<file path="config.mk">
export PLATFORM = sky130hd
export DESIGN_NAME = sdram_pattern_seq
export DESIGN_NICKNAME = d
export VERILOG_FILES = /design/src/rtl/sdram_seq_pkg.sv /design/src/rtl/seq_pattern_store.sv /design/src/rtl/seq_slot_timer.sv /design/src/rtl/seq_cmd_former.sv /design/src/rtl/sdram_pattern_seq.sv
export SDC_FILE = /design/constraint.sdc
export NUM_CORES = 1
export LEC_CHECK = 0
export ABC_CLOCK_PERIOD_IN_PS = 8400
export BUFFER_PORTS_ARGS = -buffer_cell sky130_fd_sc_hd__buf_4
export CORE_MARGIN = 4
export CORE_UTILIZATION = 67
export CTS_CLUSTER_SIZE = 25
export DETAILED_ROUTE_END_ITERATION = 10
export PLACE_DENSITY = 0.95
export SLEW_MARGIN = 30
export SYNTH_ARGS = -nofsm -noshare
export SYNTH_HDL_FRONTEND = slang
export SYNTH_SLANG_ARGS = --single-unit
</file>
<file path="constraint.sdc">
create_clock -name clk -period 8.4 [get_ports clk]
set_input_delay 0.84 -clock clk [delete_from_list [all_inputs] [get_ports clk]]
set_output_delay 0.84 -clock clk [all_outputs]
set_load 0.01 [all_outputs]
</file>
<file path="src/rtl/sdram_seq_pkg.sv">
package sdram_seq_pkg;

    localparam int CMD_W = 3;

    typedef enum logic [CMD_W-1:0] {
        CMD_NOP = 3'd0,
        CMD_ACT = 3'd1,
        CMD_RD  = 3'd2,
        CMD_WR  = 3'd3,
        CMD_PRE = 3'd4
    } cmd_e;

    typedef enum logic {
        SLOT_FILL,
        SLOT_ACCESS
    } slot_state_e;

    localparam logic [1:0] REGION_RDPAT = 2'd0;
    localparam logic [1:0] REGION_WRPAT = 2'd1;
    localparam logic [1:0] REGION_LEN   = 2'd2;

endpackage

</file>
<file path="src/rtl/seq_pattern_store.sv">
module seq_pattern_store #(
    parameter int DEPTH   = 32,
    parameter int ENTRY_W = 5,
    parameter int IDX_W   = $clog2(DEPTH)
) (
    input  logic               clk,
    input  logic               rst_n,
    input  logic               wr_en,
    input  logic               wr_dir,
    input  logic [IDX_W-1:0]   wr_idx,
    input  logic [ENTRY_W-1:0] wr_data,
    input  logic               rd_dir,
    input  logic [IDX_W-1:0]   rd_idx,
    output logic [ENTRY_W-1:0] rd_data
);

    logic [ENTRY_W-1:0] rd_q [2];

    // One entry array per direction: index 0 read, index 1 write.
    for (genvar g = 0; g < 2; g++) begin : g_dir
        logic [ENTRY_W-1:0] mem [DEPTH];

        always_ff @(posedge clk) begin
            if (!rst_n) begin
                for (int i = 0; i < DEPTH; i++) begin
                    mem[i] <= '0;
                end
            end else if (wr_en && (wr_dir == 1'(g)) && (int'(wr_idx) < DEPTH)) begin
                mem[wr_idx] <= wr_data;
            end
        end

        assign rd_q[g] = mem[rd_idx];
    end

    assign rd_data = rd_q[rd_dir];

endmodule

</file>
<file path="src/rtl/seq_slot_timer.sv">
module seq_slot_timer
    import sdram_seq_pkg::*;
#(
    parameter int DEPTH   = 32,
    parameter int LEN_RST = 16,
    parameter int LEN_W   = $clog2(DEPTH + 1)
) (
    input  logic             clk,
    input  logic             rst_n,
    input  logic             req_valid,
    input  logic             len_we,
    input  logic [LEN_W-1:0] len_wdata,
    output slot_state_e      state,
    output logic [LEN_W-1:0] cnt,
    output logic [LEN_W-1:0] len_act,
    output logic             boundary
);

    slot_state_e      state_nxt;
    logic [LEN_W-1:0] len_prog;
    logic [LEN_W-1:0] len_prog_nxt;
    logic             len_ok;

    assign len_ok       = len_we && (len_wdata != '0) && (len_wdata <= LEN_W'(DEPTH));
    assign len_prog_nxt = len_ok ? len_wdata : len_prog;
    assign boundary     = (cnt == len_act - 1'b1);

    always_comb begin
        state_nxt = state;
        unique case (state)
            SLOT_FILL: begin
                if (boundary && req_valid) state_nxt = SLOT_ACCESS;   // FILL_TO_ACCESS
                else                       state_nxt = SLOT_FILL;     // FILL_TO_FILL
            end
            SLOT_ACCESS: begin
                if (boundary && !req_valid) state_nxt = SLOT_FILL;    // ACCESS_TO_FILL
                else                        state_nxt = SLOT_ACCESS;  // ACCESS_TO_ACCESS
            end
        endcase
    end

    always_ff @(posedge clk) begin
        if (!rst_n) begin
            state    <= SLOT_FILL;
            cnt      <= '0;
            len_prog <= LEN_W'(LEN_RST);
            len_act  <= LEN_W'(LEN_RST);
        end else begin
            state    <= state_nxt;
            cnt      <= boundary ? '0 : cnt + 1'b1;
            len_prog <= len_prog_nxt;
            if (boundary) begin
                len_act <= len_prog_nxt;
            end
        end
    end

endmodule

</file>
<file path="src/rtl/seq_cmd_former.sv">
module seq_cmd_former
    import sdram_seq_pkg::*;
#(
    parameter int BA_W    = 3,
    parameter int ROW_W   = 14,
    parameter int COL_W   = 10,
    parameter int OFS_W   = 2,
    parameter int STEP_SH = 3
) (
    input  logic                   active,
    input  logic [CMD_W+OFS_W-1:0] entry,
    input  logic [BA_W-1:0]        bank,
    input  logic [ROW_W-1:0]       row,
    input  logic [COL_W-1:0]       col,
    output logic [CMD_W-1:0]       cmd,
    output logic [BA_W-1:0]        cmd_bank,
    output logic [ROW_W-1:0]       cmd_row,
    output logic [COL_W-1:0]       cmd_col
);

    logic [CMD_W-1:0] code;
    logic [OFS_W-1:0] ofs;

    assign code = entry[CMD_W+OFS_W-1:OFS_W];
    assign ofs  = entry[OFS_W-1:0];

    always_comb begin
        cmd      = CMD_NOP;
        cmd_bank = '0;
        cmd_row  = '0;
        cmd_col  = '0;
        if (active) begin
            case (code)
                CMD_ACT: begin
                    cmd      = CMD_ACT;
                    cmd_bank = bank;
                    cmd_row  = row;
                end
                CMD_RD, CMD_WR: begin
                    cmd      = code;
                    cmd_bank = bank;
                    cmd_col  = col + (COL_W'(ofs) << STEP_SH);
                end
                CMD_PRE: begin
                    cmd      = CMD_PRE;
                    cmd_bank = bank;
                end
                default: cmd = CMD_NOP;
            endcase
        end
    end

endmodule

</file>
<file path="src/rtl/sdram_pattern_seq.sv">
module sdram_pattern_seq
    import sdram_seq_pkg::*;
#(
    parameter int BA_W    = 3,
    parameter int ROW_W   = 14,
    parameter int COL_W   = 10,
    parameter int DEPTH   = 32,
    parameter int OFS_W   = 2,
    parameter int STEP_SH = 3,
    parameter int LEN_RST = 16
) (
    input  logic                        clk,
    input  logic                        rst_n,
    input  logic                        req_valid,
    output logic                        req_ready,
    input  logic                        req_dir,
    input  logic [BA_W-1:0]             req_bank,
    input  logic [ROW_W-1:0]            req_row,
    input  logic [COL_W-1:0]            req_col,
    input  logic                        cfg_we,
    output logic                        cfg_ready,
    input  logic [$clog2(DEPTH)+1:0]    cfg_addr,
    input  logic [((3+OFS_W) > $clog2(DEPTH+1) ? (3+OFS_W) : $clog2(DEPTH+1))-1:0] cfg_wdata,
    output logic [2:0]                  cmd_o,
    output logic [BA_W-1:0]             cmd_bank,
    output logic [ROW_W-1:0]            cmd_row,
    output logic [COL_W-1:0]            cmd_col
);

    localparam int IDX_W   = $clog2(DEPTH);
    localparam int LEN_W   = $clog2(DEPTH + 1);
    localparam int ENTRY_W = CMD_W + OFS_W;

    slot_state_e       state;
    logic [LEN_W-1:0]  cnt;
    logic [LEN_W-1:0]  len_act;
    logic              boundary;

    logic              acc_dir;
    logic [BA_W-1:0]   acc_bank;
    logic [ROW_W-1:0]  acc_row;
    logic [COL_W-1:0]  acc_col;

    logic [1:0]         cfg_region;
    logic               cfg_take;
    logic               pat_we;
    logic               len_we;
    logic [ENTRY_W-1:0] entry;

    assign cfg_ready  = (state == SLOT_FILL);
    assign req_ready  = boundary;
    assign cfg_region = cfg_addr[IDX_W+1:IDX_W];
    assign cfg_take   = cfg_we && cfg_ready;
    assign pat_we     = cfg_take && ((cfg_region == REGION_RDPAT) || (cfg_region == REGION_WRPAT));
    assign len_we     = cfg_take && (cfg_region == REGION_LEN);

    // Request fields held for the whole access slot.
    always_ff @(posedge clk) begin
        if (!rst_n) begin
            acc_dir  <= 1'b0;
            acc_bank <= '0;
            acc_row  <= '0;
            acc_col  <= '0;
        end else if (req_valid && req_ready) begin
            acc_dir  <= req_dir;
            acc_bank <= req_bank;
            acc_row  <= req_row;
            acc_col  <= req_col;
        end
    end

    seq_slot_timer #(
        .DEPTH   (DEPTH),
        .LEN_RST (LEN_RST),
        .LEN_W   (LEN_W)
    ) u_timer (
        .clk       (clk),
        .rst_n     (rst_n),
        .req_valid (req_valid),
        .len_we    (len_we),
        .len_wdata (cfg_wdata[LEN_W-1:0]),
        .state     (state),
        .cnt       (cnt),
        .len_act   (len_act),
        .boundary  (boundary)
    );

    seq_pattern_store #(
        .DEPTH   (DEPTH),
        .ENTRY_W (ENTRY_W),
        .IDX_W   (IDX_W)
    ) u_store (
        .clk     (clk),
        .rst_n   (rst_n),
        .wr_en   (pat_we),
        .wr_dir  (cfg_region[0]),
        .wr_idx  (cfg_addr[IDX_W-1:0]),
        .wr_data (cfg_wdata[ENTRY_W-1:0]),
        .rd_dir  (acc_dir),
        .rd_idx  (IDX_W'(cnt)),
        .rd_data (entry)
    );

    seq_cmd_former #(
        .BA_W    (BA_W),
        .ROW_W   (ROW_W),
        .COL_W   (COL_W),
        .OFS_W   (OFS_W),
        .STEP_SH (STEP_SH)
    ) u_former (
        .active   (state == SLOT_ACCESS),
        .entry    (entry),
        .bank     (acc_bank),
        .row      (acc_row),
        .col      (acc_col),
        .cmd      (cmd_o),
        .cmd_bank (cmd_bank),
        .cmd_row  (cmd_row),
        .cmd_col  (cmd_col)
    );

endmodule

</file>
# Word-level counts from Yosys, hierarchy flattened
# Memory sizes are Yosys's and may differ from the RTL's. A register that Yosys moved wholly into a read port is not among the register bits.
# Index checks and enable logic that the tools add are counted.
word_totals:
  reg_bits: 47
  ram_bits: 320
  input_bits: 45
  out_inout_bits: 32
  wordCells: 74
  n_memories: 2
mem_list:
  columns: ["name", "depth", "width", "rd", "rd_ports_with_merged_regs", "wr", "line", "source"]
  rows:
  - ["u_store.g_dir[0].mem", 32, 5, 1, 1, 32, "seq_pattern_store.sv:21", "logic [ENTRY_W-1:0] mem [DEPTH];"]
  - ["u_store.g_dir[1].mem", 32, 5, 1, 1, 32, "seq_pattern_store.sv:21", null]
op_classes:
  add_sub_neg: 3
  n_lt_le_gt_ge: 2
  eq_ne: 7
  mux: 30
  bitwise_logic: 4
  n_reduce_logical: 18
op_table:
  columns: ["operator", "count"]
  rows:
  - ["$mux 5", 9]
  - ["$mux 14", 2]
  - ["$mux 10", 2]
  - ["$mux 1", 11]
  - ["$add 10x5->10", 1]
  - ["$reduce_or 5->1", 2]
  - ["$logic_and 1x1->1", 9]
  - ["$mux 3", 3]
  - ["$pmux 3 s3", 1]
  - ["$add 6x1->6 const B", 1]
  - ["$eq 3x2->1 const B", 2]
  - ["$eq 6x6->1", 1]
  - ["$le 6x6->1 const B", 1]
  - ["$mux 6", 1]
  - ["$reduce_bool 6->1", 1]
  - ["$sub 6x1->6 const B", 1]
  - ["$reduce_or 2->1", 2]
  - ["$reduce_or 4->1", 1]
  - ["$eq 3x1->1 const B", 1]
  - ["$eq 3x3->1 const B", 1]
  - ["$not 1->1", 3]
  - ["$eq 2x1->1 const B", 1]
  - ["$eq 2x2->1 const B", 1]
  - ["$ge 2x2->1 const B", 1]
  - ["other kinds (5)", 5]

# Longest topological paths before layout
logic_depth:
  depth_word: 9
  mapped_depth: 14
  ltp_nobuf: 9

# Modules after synthesis
# Synthesis repeated with hierarchy kept, for this count alone.
unflattened:
  hier_cells: 1351
  area_unflattened_um2: 17818.3
by_module_without_submodules:
  columns: ["mod", "n_inst", "cells_per_inst", "area_per_inst_um2", "seq_area_each_um2"]
  rows:
  - ["seq_pattern_store", 1, 1069, 15305.9, 9609.2]
  - ["sdram_pattern_seq", 1, 131, 1193.6, 560.5]
  - ["seq_slot_timer", 1, 95, 960.9, 380.4]
  - ["seq_cmd_former", 1, 56, 357.8, 0.0]

# Worst setup path before layout
# No wires, ideal clock.
synth_timing:
  path_kind: "register -> output"
  startpoint: "reg, netlist name u_timer.cnt[1]"
  endpoint: "out cmd_col[9]"
  t_arrival_ns: 3.797
  required_time_ns: 7.560
  slack_ns: 3.763
  stages_incl_launch_ff: 14
  path_buffers: 4
  path_cell_list: "dfxtp_1 -> buf_2 -> buf_2 -> clkbuf_1 -> buf_1 -> mux4_2 -> mux4_2 -> mux4_2 -> ha_1 -> fa_1 -> nand3_1 -> nor2_1 -> xnor2_1 -> nor3_1"
synth_lines:
  columns: ["element", "line", "source"]
  rows:
  - ["end, declared", "sdram_pattern_seq.sv:27", "output logic [COL_W-1:0] cmd_col"]

==> run metrics <==
cts bufs inserted 36; most common cell after layout, fill and taps aside and3_1; worst r2r path cells 7; largest net degree at the start of global routing 70; GP Congestion 0.8677; Die Span Y roughly 170 um; Crit Reg-Reg Startpoint u_timer.cnt[0]; slowest stage delay, CP between 0.9 and 1 ns; CP Data Required Time 7.56 ns; period utilization 68.09%; IO Pins 77; Core ar. 26,130 um2; Startpoint Class flop; number of port buffers 76; Bufs on Longest Clock Path 3; Post-CTS Repair Setup Buffers 0; combinational power share under 10%; setup violators final 0; Die W approximately 170 um; Final min period 5.719 ns; Slew HR about 36%; GRT Resource Usage Total 30.58%; antenna violations before repair 0; Yosys top cell area share between 50% and 60%; Post-Synthesis Cells 1,370; Via Count 11,992; post-DR vias/cell 7.033; sequential fraction of the synthesis area 59.10%; most frequent cells in the layout and3_1, edfxtp_1, nand2_1; synthesized area per cell ~13 um2; hold buffers post-CTS 0; met3 GRT Util 6.550%; CTS tree built; Clock Power Share 39.5%; setup TNS 0 ns; async set-reset flop share out of synthesis 0%; max-slew violations 0; root buffer cell clkbuf_16; Avg WL per Cell around 26 um; Worst Setup End Kind primary output; clock transition at the registers of the reported paths 0.06 ns; # resized after CTS 0; WHS 0.5155 ns; die area between 20,000 and 30,000 um2; maximum vdd drop 0.1273 mV; number of global-route vias before repair 11,764; synthesis warning total 0; critical path depth 11; ANT nets after route 0; worst setup path category flop to primary output; pwr/cell area 201.2 nW/um2; Hold Vio Cnt, Final 0; EDFF count, synth 320; Sw Ratio roughly 23%; crit path from u_timer.cnt[0]; CP Max Fanout 47; Worst Setup EP cmd_col[9]; Primary FF master, synth edfxtp_1; worst r2r dst acc_row[12]; DRC viols 0; Netlist cell types 61; htree depth 2; DPL Wire Length 25.89 mm; initial DRC count 1,862; synthesized cell area 17,850 um2; crit path DAT 4.88 ns; cell taking the most area after synthesis edfxtp_1; cell row count 59; final WL about 45 mm; Starting Density 68.31%; met1 global-route usage around 41%; Slew @ Worst Pin between 0.9 and 1 ns; worst-path cell chain buf_4 -> mux4_1 -> mux4_2 -> mux4_2 -> ha_1 -> fa_1 -> nand3_1 -> nor2_1 -> xnor2_1 -> nor3_1 -> buf_4; worst-skew pair later-pin latency 0.52 ns; Sw Pwr 0.0009031 W; cell-internal power about 0.0030 W; syn_nets 1,420; Worst R2R Setup Slack 5.06 ns; Max Freq 0.1748 GHz; Synth area leaders edfxtp_1, and3_1, mux4_2; drt first pass iters 6; P_leak 8.392 nW; RSZ-0062 raised after global routing false; Worst Skew 0.009676 ns; first-pass GRT wire length between 60 and 70 mm; Nets approximately 1,400; hold crit path type flop to flop; WP buf/inv 2; met2 Resource Use GR between 40% and 50%; Reg power frac 53.0%; GRT Max-Usage Layer met2; max-cap viol count 0; run status complete, no violations; #FFs+latches synth 367; grt total ovfl 0; share of cells above drive strength 1 17.96%; delay-heaviest family, CP multiplexers; Area Overhead vs Synth 9.000%; Critical Path Slowest Stage Cell dfxtp_4; clk sinks 367; Diodes inserted 0
state kept, by name, indices dropped and copies added, names as in the netlist, named ones only:
register	flops
acc_col	10
u_timer.len_prog	6
u_timer.len_act	6
acc_row	14
acc_bank	3
u_timer.cnt	6
acc_dir	1
u_store.g_dir.mem	320
power by group through the flow:
stage	clock network (W)	registers (W)	logic (W)
finish	0.00155	0.00207	0.000294
global route	0.00164	0.00208	0.000306
detailed placement	0	0.00211	0.000283
CTS	0.00155	0.00207	0.000288
floorplan	0	0.00208	0.000218
global placement	0	0.00210	0.000270
metrics by stage:
stage / setup WS [ns] / instance area, um2 / power (W) / utilization, % / std cells
3_3_place_gp: 3.248 / 18330 / 0.002373 / 70.15 / 1639
4_1_cts: 2.644 / 19450 / 0.003912 / 74.45 / 1705
3_5_place_dp: 3.212 / 18340 / 0.002391 / 70.17 / 1639
2_1_floorplan: 3.763 / 17850 / 0.002296 / - / 1370
5_1_grt: 2.406 / 19460 / 0.004027 / 74.46 / 1705
6_report: 2.681 / 19460 / 0.003915 / 74.46 / 1705
logic make-up (layout without fill, tap and decap cells):
| kind of cell | Yosys count | after routing | synth area share [%] |
|---|---|---|---|
| adder cells (fa/ha/maj) | 5 | 5 | 0.3925 |
| AND/OR/NAND/NOR | 619 | 619 | 19.22 |
| flip-flops | 367 | 367 | 59.10 |
| XOR/XNOR | 15 | 15 | 0.8131 |
| multiplexers | 141 | 141 | 14.10 |
| buffers and inverters | 170 | 170 | 4.213 |
| AO/OA/AOI/OAI | 53 | 53 | 2.166 |
layer usage:
layer	share of wire, %	wire length, um	vias up
met1	35	15580	5783
li1	-	-	5085
met3	12	5583	150
met5	0	0	-
met2	49	21810	974
met4	4.2	1885	0
cell usage after synthesis, types with 3 or more instances:
library cell and n:
and3_1 323, mux4_1 20, mux4_2 61, o22a_1 5, nor3_1 27, o22ai_1 6, mux2_2 9, inv_1 7
nand2_1 163, xor2_1 5, xnor2_1 9, edfxtp_1 320, a21oi_1 9, nand3b_1 3, and3b_1 3, buf_6 8
o221ai_1 3, nor2b_1 38, and2_1 9, buf_1 4, mux2i_1 47, or4b_1 3, ha_1 4, dfxtp_1 47
nand3_1 9, a22oi_1 10, o21ai_0 4, nand4_1 3, nor3b_1 8, nor2_1 19, mux2_1 4, clkbuf_1 138
nand2b_1 3, buf_2 9
area by class of cell:
class | instances | area (um2)
inverter | 7 | 26.28
tap | 335 | 419.2
fill | 1475 | 6675
sequential | 367 | 10560
clock buffer | 46 | 979.7
clock inverter | 20 | 137.6
timing repair buffer | 97 | 728.2
multi-input combinational | 833 | 6609
worst min path at each step:
stage,startpoint,to,slack [ns],depth (start not counted)
after floorplan,u_timer.len_prog[4],u_timer.len_prog[4],0.44,2
final,u_timer.len_act[5],u_timer.len_act[5],0.52,1
after detailed placement,u_timer.len_prog[4],u_timer.len_prog[4],0.47,2
after global routing,u_timer.len_act[5],u_timer.len_act[5],0.53,1
after CTS,u_timer.len_act[5],u_timer.len_act[5],0.52,1
after global placement,u_timer.len_prog[4],u_timer.len_prog[4],0.46,2
(Power assumes the default switching activity.)
